[src/rtl/wcap_pkg.sv]
package wcap_pkg;
  localparam int PH_W   = 2;
  localparam int SRC_W  = 3;
  localparam int RATE_W = 2;

  typedef enum logic [SRC_W-1:0] {
    SRC_CURRENT  = 3'd0,
    SRC_VOLTAGE  = 3'd1,
    SRC_ACTIVE   = 3'd2,
    SRC_REACTIVE = 3'd3,
    SRC_APPARENT = 3'd4
  } wcap_src_e;
endpackage

[src/rtl/wcap_mux.sv]
module wcap_mux
  import wcap_pkg::*;
#(
  parameter int SMP_W   = 24,
  parameter int N_PHASE = 3,
  parameter int N_SRC   = 5
) (
  input  logic [N_PHASE*N_SRC*SMP_W-1:0] streams,
  input  logic [PH_W-1:0]                phase_sel,
  input  logic [SRC_W-1:0]               src_sel,
  output logic [SMP_W-1:0]               sel_data,
  output logic                           sel_ok
);
  localparam int N_LANE = N_PHASE * N_SRC;
  localparam int IDX_W  = $clog2(N_LANE);

  logic [SMP_W-1:0] lane [N_LANE];
  logic [IDX_W-1:0] idx;

  for (genvar k = 0; k < N_LANE; k++) begin : g_lane
    assign lane[k] = streams[k*SMP_W +: SMP_W];
  end

  always_comb begin
    sel_ok = (32'(phase_sel) < N_PHASE) && (32'(src_sel) < N_SRC);
    idx    = '0;
    if (sel_ok) idx = IDX_W'(32'(phase_sel) * N_SRC + 32'(src_sel));
    sel_data = lane[idx];
  end
endmodule

[src/rtl/wcap_decim.sv]
module wcap_decim
  import wcap_pkg::*;
#(
  parameter int CNT_W = (1 << RATE_W) - 1
) (
  input  logic              clk,
  input  logic              rst_n,
  input  logic              strobe,
  input  logic [RATE_W-1:0] rate_sel,
  output logic              take
);
  logic [CNT_W-1:0] cnt_q, cnt_d;
  logic [CNT_W-1:0] keep_mask;

  always_comb begin
    for (int i = 0; i < CNT_W; i++) keep_mask[i] = (i < 32'(rate_sel));
    take  = strobe && ((cnt_q & keep_mask) == '0);
    cnt_d = cnt_q;
    if (strobe) cnt_d = cnt_q + 1'b1;
  end

  always_ff @(posedge clk or negedge rst_n) begin
    if (!rst_n) cnt_q <= '0;
    else        cnt_q <= cnt_d;
  end
endmodule

[src/rtl/wcap_hold.sv]
module wcap_hold #(
  parameter int SMP_W = 24,
  parameter int NB    = SMP_W / 8,
  parameter int PTR_W = $clog2(NB)
) (
  input  logic             clk,
  input  logic             rst_n,
  input  logic             load,
  input  logic [SMP_W-1:0] din,
  input  logic             byte_rd,
  input  logic             status_rd,
  input  logic             irq_mask,
  output logic [7:0]       byte_out,
  output logic             irq_n,
  output logic             overrun,
  output logic [PTR_W-1:0] ptr
);
  logic [SMP_W-1:0] hold_q, hold_d;
  logic [PTR_W-1:0] ptr_q, ptr_d;
  logic             pend_q, pend_d;
  logic             ovr_q, ovr_d;

  always_comb begin
    hold_d = hold_q;
    ptr_d  = ptr_q;
    pend_d = pend_q;
    ovr_d  = ovr_q;
    if (status_rd) begin
      pend_d = 1'b0;
      ovr_d  = 1'b0;
    end
    if (load) begin
      hold_d = din;
      ptr_d  = '0;
      pend_d = 1'b1;
      if (ptr_q != '0) ovr_d = 1'b1;
    end else if (byte_rd) begin
      ptr_d = (ptr_q == PTR_W'(NB-1)) ? '0 : ptr_q + 1'b1;
    end
  end

  always_ff @(posedge clk or negedge rst_n) begin
    if (!rst_n) begin
      hold_q <= '0;
      ptr_q  <= '0;
      pend_q <= 1'b0;
      ovr_q  <= 1'b0;
    end else begin
      hold_q <= hold_d;
      ptr_q  <= ptr_d;
      pend_q <= pend_d;
      ovr_q  <= ovr_d;
    end
  end

  always_comb begin
    byte_out = '0;
    for (int b = 0; b < NB; b++)
      if (ptr_q == PTR_W'(b)) byte_out = hold_q[SMP_W-8-8*b +: 8];
    irq_n   = ~(pend_q & irq_mask);
    overrun = ovr_q;
    ptr     = ptr_q;
  end
endmodule

[src/rtl/wave_capture.sv]
module wave_capture
  import wcap_pkg::*;
#(
  parameter int SMP_W   = 24,
  parameter int N_PHASE = 3,
  parameter int N_SRC   = 5
) (
  input  logic                           clk,
  input  logic                           rst_n,
  input  logic                           smp_valid,
  input  logic [N_PHASE*N_SRC*SMP_W-1:0] streams,
  input  logic [PH_W-1:0]                phase_sel,
  input  logic [SRC_W-1:0]               src_sel,
  input  logic [RATE_W-1:0]              rate_sel,
  input  logic                           irq_mask,
  input  logic                           status_rd,
  input  logic                           byte_rd,
  output logic [7:0]                     byte_out,
  output logic                           irq_n,
  output logic                           overrun
);
  localparam int NB    = SMP_W / 8;
  localparam int PTR_W = $clog2(NB);

  logic [1:0]       rst_sync_q;
  logic             rst_n_s;
  logic [SMP_W-1:0] sel_data;
  logic             sel_ok;
  logic             take;
  logic [PTR_W-1:0] rd_ptr;

  always_ff @(posedge clk or negedge rst_n) begin
    if (!rst_n) rst_sync_q <= '0;
    else        rst_sync_q <= {rst_sync_q[0], 1'b1};
  end
  assign rst_n_s = rst_sync_q[1];

  wcap_mux #(.SMP_W(SMP_W), .N_PHASE(N_PHASE), .N_SRC(N_SRC)) u_mux (
    .streams  (streams),
    .phase_sel(phase_sel),
    .src_sel  (src_sel),
    .sel_data (sel_data),
    .sel_ok   (sel_ok)
  );

  wcap_decim u_decim (
    .clk     (clk),
    .rst_n   (rst_n_s),
    .strobe  (smp_valid),
    .rate_sel(rate_sel),
    .take    (take)
  );

  wcap_hold #(.SMP_W(SMP_W)) u_hold (
    .clk      (clk),
    .rst_n    (rst_n_s),
    .load     (take & sel_ok),
    .din      (sel_data),
    .byte_rd  (byte_rd),
    .status_rd(status_rd),
    .irq_mask (irq_mask),
    .byte_out (byte_out),
    .irq_n    (irq_n),
    .overrun  (overrun),
    .ptr      (rd_ptr)
  );
endmodule

[config.mk]
export PLATFORM = sky130hd
export DESIGN_NAME = wave_capture
export DESIGN_NICKNAME = d
export VERILOG_FILES = /design/src/rtl/wcap_pkg.sv /design/src/rtl/wcap_mux.sv /design/src/rtl/wcap_decim.sv /design/src/rtl/wcap_hold.sv /design/src/rtl/wave_capture.sv
export SDC_FILE = /design/constraint.sdc
export NUM_CORES = 1
export LEC_CHECK = 0
export BUFFER_PORTS_ARGS = -buffer_cell sky130_fd_sc_hd__buf_2
export CAP_MARGIN = 15
export CORE_AREA = 2 2 147 149
export CTS_CLUSTER_SIZE = 8
export DETAILED_ROUTE_END_ITERATION = 16
export DIE_AREA = 0 0 149 151
export PLACE_DENSITY = 0.59
export SLEW_MARGIN = 20
export SYNTH_ARGS = -nofsm -noshare
export SYNTH_HDL_FRONTEND = slang
export SYNTH_HIERARCHICAL = 1
export SYNTH_SLANG_ARGS = --single-unit
[constraint.sdc]
create_clock -name clk -period 3.1 [get_ports clk]
set_input_delay 0 -clock clk [delete_from_list [all_inputs] [get_ports clk]]
set_output_delay 0 -clock clk [all_outputs]
set_load 0.1 [all_outputs]
==> impl_results.rst <==
.. list-table::
   :header-rows: 1

   * - Metric
     - Value
   * - Placement Setup Slack
     - about 0.096 ns
   * - Setup Fix Bufs, Post-CTS
     - 0
   * - Net count after synthesis
     - between 1k and 1.5k
   * - Worst-Margin Slew
     - 1.01 ns
   * - Max_cap viols
     - 0
   * - Antenna viol nets, final
     - 0
   * - Number of global-route vias before repair
     - ~6.3k
   * - Worst Path Class, Setup
     - in2reg
   * - PnR worst setup slack
     - 0.379 ns
   * - Post-layout instance count excluding filler cells
     - 1258
   * - Sequential cell fraction of total power
     - about a fifth
   * - Horizontal die dimension
     - 149 µm
   * - Number of distinct library cells after synthesis
     - 60
   * - Wire length of the first global-routing pass
     - 37400 µm
   * - Chip height
     - 151 µm
   * - CP max FO
     - 33
   * - Signed area change from the synthesized netlist to the final layout
     - 45.7%
   * - Worst path cell trace
     - buf_2 -> ha_1 -> ha_2 -> inv_1 -> fa_1 -> xor2_1 -> mux2i_1 -> nand2_2 -> or4_1 -> o31ai_1 -> mux2_4
   * - Cts bufs inserted
     - 5
   * - Area fraction of the dominant cell type after synthesis
     - between 15 and 20%
   * - Maximum level of the CTS H-tree
     - 2
   * - Area occupied by multi-input gates
     - roughly 4000 µm²
   * - Bufs on Longest Clock Path
     - 2
   * - Final min period
     - 2.72 ns
   * - Critical Path RT
     - 3.32 ns
   * - Headroom to the max-slew limit
     - 32.9%
   * - Row Count
     - 53
   * - DR DRC count
     - 0
   * - Detailed placer's ending HPWL
     - 21400 µm
   * - Predominant post-synthesis flop cell
     - sky130_fd_sc_hd__dfrtp_1
   * - Mean instance size in the synthesized netlist
     - 8.18 µm²
   * - Share of power burned in the clock network
     - a little over an eighth
   * - Average vias per placed instance
     - around 5.2
   * - Outcome
     - completed
   * - Most common cell after layout, fill and taps aside
     - sky130_fd_sc_hd__buf_2
   * - Biggest area contributors in the synthesized netlist
     - sky130_fd_sc_hd__dfrtp_1 16%, sky130_fd_sc_hd__mux2i_1 13%, sky130_fd_sc_hd__mux2_2 9.6%, sky130_fd_sc_hd__a211oi_1 5.4%, sky130_fd_sc_hd__nand2_1 5.0%
   * - Data arrival, critical path
     - approximately 2.9 ns
   * - Cell with the largest stage delay on the worst path
     - sky130_fd_sc_hd__or4_1
   * - Proportion of synthesized chip area in sequential cells
     - 16.0%
   * - Clk_lat worst skew
     - approximately 0.28 ns
   * - Synthesis warning total
     - 6
   * - Total iterations of the first detailed-routing run
     - 5
   * - Leftover overflow at the end of global routing
     - 0
   * - Area of the die
     - approximately 22000 µm²
   * - Number of flip-flops and latches in the synthesized netlist
     - 33
   * - Clock root cell
     - sky130_fd_sc_hd__clkbuf_16
   * - First DRT Iteration DRCs
     - 298
   * - Peak ir drop on the vdd network
     - 0.277 mV
   * - Clock tree from TritonCTS
     - yes
   * - Number of max-slew violations in the final report
     - 0
   * - Summed negative setup slack over all endpoints
     - 0 ns
   * - Routed wire length
     - between 20000 and 30000 µm
   * - Power density over the cells
     - 537 nW/µm²
   * - P_leak
     - 3.58 nW
   * - Routability-driven placement congestion ratio
     - 0.831
   * - Initial Utilization
     - 24.7%
   * - Startpoint type of the worst setup path
     - primary input
   * - Post-Synthesis Cells
     - 629
   * - Final core utilization
     - a little over a third
   * - Summed instance area of the synthesized netlist
     - 5150 µm²
   * - Std-Cell Core Area
     - 20800 µm²
   * - Count of flip-flops with a built-in enable after synthesis
     - 0
   * - Number of antenna violations at the first check in global routing
     - 3
   * - Switching power as a share of total power
     - 51.4%
   * - Count of final hold-check violations
     - 0
   * - Count of input and output buffers
     - 382
   * - Biggest cell delay along the critical path
     - 0.73 ns
   * - Total instance count after detailed placement
     - 1243
   * - Hold slack final
     - roughly 0.028 ns
   * - Async SR Flop Fraction
     - 100%
   * - Cell taking the most area after synthesis
     - sky130_fd_sc_hd__dfrtp_1
   * - Final non-filler cell area
     - ~7500 µm²
   * - Combinational share of power
     - 66.2%
   * - Area after DPL
     - around 7300 µm²
   * - Largest net degree at the start of global routing
     - 67
   * - Fraction of layout cells with a size suffix above 1
     - approximately 50%
   * - Crit. End Element
     - flop
   * - Final setup violating endpoints
     - 0
   * - Fillers
     - around 2.2k
   * - Final Skew
     - 0.00409 ns
   * - Type of the tightest min-delay check
     - in2async
   * - Total vias in the final route
     - approximately 6.5k
   * - Register clock-pin slew on the reported worst setup and hold paths
     - 0.06 ns
   * - Post-DR wirelength/cell
     - 20.8 µm
   * - Number of sinks handled by clock tree synthesis
     - 33
   * - Ports placed on the boundary
     - roughly 380
   * - Overall power after layout
     - ~4.0 mW
   * - Global Route Usage Sum
     - 22.0%
   * - Net Switching
     - 2.07 mW
   * - Layout Nets
     - 1358
   * - Area used by sequential logic in the layout
     - 826 µm²
   * - F_max
     - 0.367 GHz
   * - RSZ-0062 raised after global routing
     - no
   * - Internal power
     - between 1.5 and 2 mW
   * - Fin crit share
     - 87.8%
   * - Commonest non-fill, non-tap cells in the layout
     - 382 x sky130_fd_sc_hd__buf_2, 68 x sky130_fd_sc_hd__nand2_1, 68 x sky130_fd_sc_hd__mux2i_1, 44 x sky130_fd_sc_hd__mux2_2, 37 x sky130_fd_sc_hd__a211oi_1
cell families after synthesis:
kind of cell / Yosys count / synth area share, %
other: 1 / 0.0729
flip-flops: 33 / 16.0
buffers and inverters: 77 / 7.85
adder cells (fa/ha/maj): 6 / 1.60
AO/OA/AOI/OAI: 218 / 30.7
multiplexers: 129 / 27.8
AND/OR/NAND/NOR: 162 / 15.4
XOR/XNOR: 3 / 0.511
final timing paths:
path | from | endpoint | slack, ns | cells after the start
max in group asynchronous | rst_sync_q[1] | u_hold/hold_q[14] | 2.03 | 1
min reg2reg | rst_sync_q[1] | u_hold/pend_q | 0.31 | 0
max reg2reg | u_decim/cnt_q[1] | u_hold/hold_q[7] | 1.39 | 5
min | rst_n | rst_sync_q[1] | 0.03 | 2
min in group clk | streams[46] | u_hold/hold_q[22] | 0.20 | 4
max | phase_sel[1] | u_hold/hold_q[18] | 0.38 | 11
power by group through the flow:
stage	Clock, mW	Combinational (mW)	Sequential [mW]
3_5_place_dp	0	2.69	0.829
2_1_floorplan	0	1.97	0.752
6_report	0.539	2.67	0.822
3_3_place_gp	0	2.66	0.829
5_1_grt	0.584	2.85	0.849
4_1_cts	0.561	2.69	0.824
worst max-delay path: cells and delay by family:
| family | cells | cell delay (ns) |
|---|---|---|
| fa+ha+maj | 3 | 0.87 |
| buf+inv | 2 | 0.18 |
| mux | 2 | 0.45 |
| simple gates | 2 | 1.12 |
| compound gates | 1 | 0.12 |
| xor+xnor | 1 | 0.18 |
registers in the layout, indices dropped and copies added (netlist names):
register / flops
rst_sync_q: 2
u_decim/cnt_q: 3
u_hold/hold_q: 24
u_hold/overrun: 1
u_hold/pend_q: 1
u_hold/ptr: 2
cells in the mapped netlist (2+ instances only):
| cell | count |
|---|---|
| sky130_fd_sc_hd__ha_1 | 5 |
| sky130_fd_sc_hd__buf_1 | 3 |
| sky130_fd_sc_hd__inv_1 | 8 |
| sky130_fd_sc_hd__mux2i_1 | 68 |
| sky130_fd_sc_hd__o22ai_1 | 18 |
| sky130_fd_sc_hd__nand3_1 | 2 |
| sky130_fd_sc_hd__o21ai_1 | 2 |
| sky130_fd_sc_hd__buf_6 | 7 |
| sky130_fd_sc_hd__clkbuf_1 | 29 |
| sky130_fd_sc_hd__nand2b_1 | 3 |
| sky130_fd_sc_hd__nor2b_1 | 2 |
| sky130_fd_sc_hd__nand2_1 | 69 |
| sky130_fd_sc_hd__o2111ai_1 | 6 |
| sky130_fd_sc_hd__a211oi_1 | 37 |
| sky130_fd_sc_hd__mux2_2 | 44 |
| sky130_fd_sc_hd__dfrtp_1 | 33 |
| sky130_fd_sc_hd__a211o_1 | 2 |
| sky130_fd_sc_hd__or4_1 | 15 |
| sky130_fd_sc_hd__buf_2 | 24 |
| sky130_fd_sc_hd__a32o_1 | 6 |
| sky130_fd_sc_hd__mux2_4 | 17 |
| sky130_fd_sc_hd__a21oi_1 | 24 |
| sky130_fd_sc_hd__o21a_1 | 8 |
| sky130_fd_sc_hd__o221ai_1 | 16 |
| sky130_fd_sc_hd__a2bb2oi_1 | 12 |
| sky130_fd_sc_hd__o21ai_0 | 36 |
| sky130_fd_sc_hd__nor3_2 | 2 |
| sky130_fd_sc_hd__nor3_1 | 25 |
| sky130_fd_sc_hd__xor2_1 | 2 |
| sky130_fd_sc_hd__nor2_1 | 18 |
| sky130_fd_sc_hd__o31ai_1 | 15 |
| sky130_fd_sc_hd__and2_1 | 19 |
| sky130_fd_sc_hd__a221oi_1 | 18 |
| sky130_fd_sc_hd__o2bb2ai_1 | 8 |
layer usage:
layer / routed length [µm] / track usage, % / part of all wire [%]
met1: 11100 / 28.6 / 42
met4: 269 / 3.81 / 1.0
met3: 1760 / 4.01 / 6.7
met5: 0 / 0 / 0
met2: 13000 / 38.5 / 50
timing repair:
item | in CTS | in global routing
gates resized for setup | 0 | 0
hold buffers | 4 | 0
endpoints found under the hold margin | 7 | 0
endpoints found under the setup margin | 0 | 0
layout make-up:
type | instances | share of cell area [%]
antenna | 3 | 0.100
tap | 275 | 4.59
inverter | 10 | 0.500
clock inverter | 1 | 0.0667
multi-input combinational | 519 | 52.6
clock buffer | 7 | 2.04
sequential | 33 | 11.0
timing repair buffer | 410 | 29.1
Note: power is estimated with default switching activity, not from simulation.
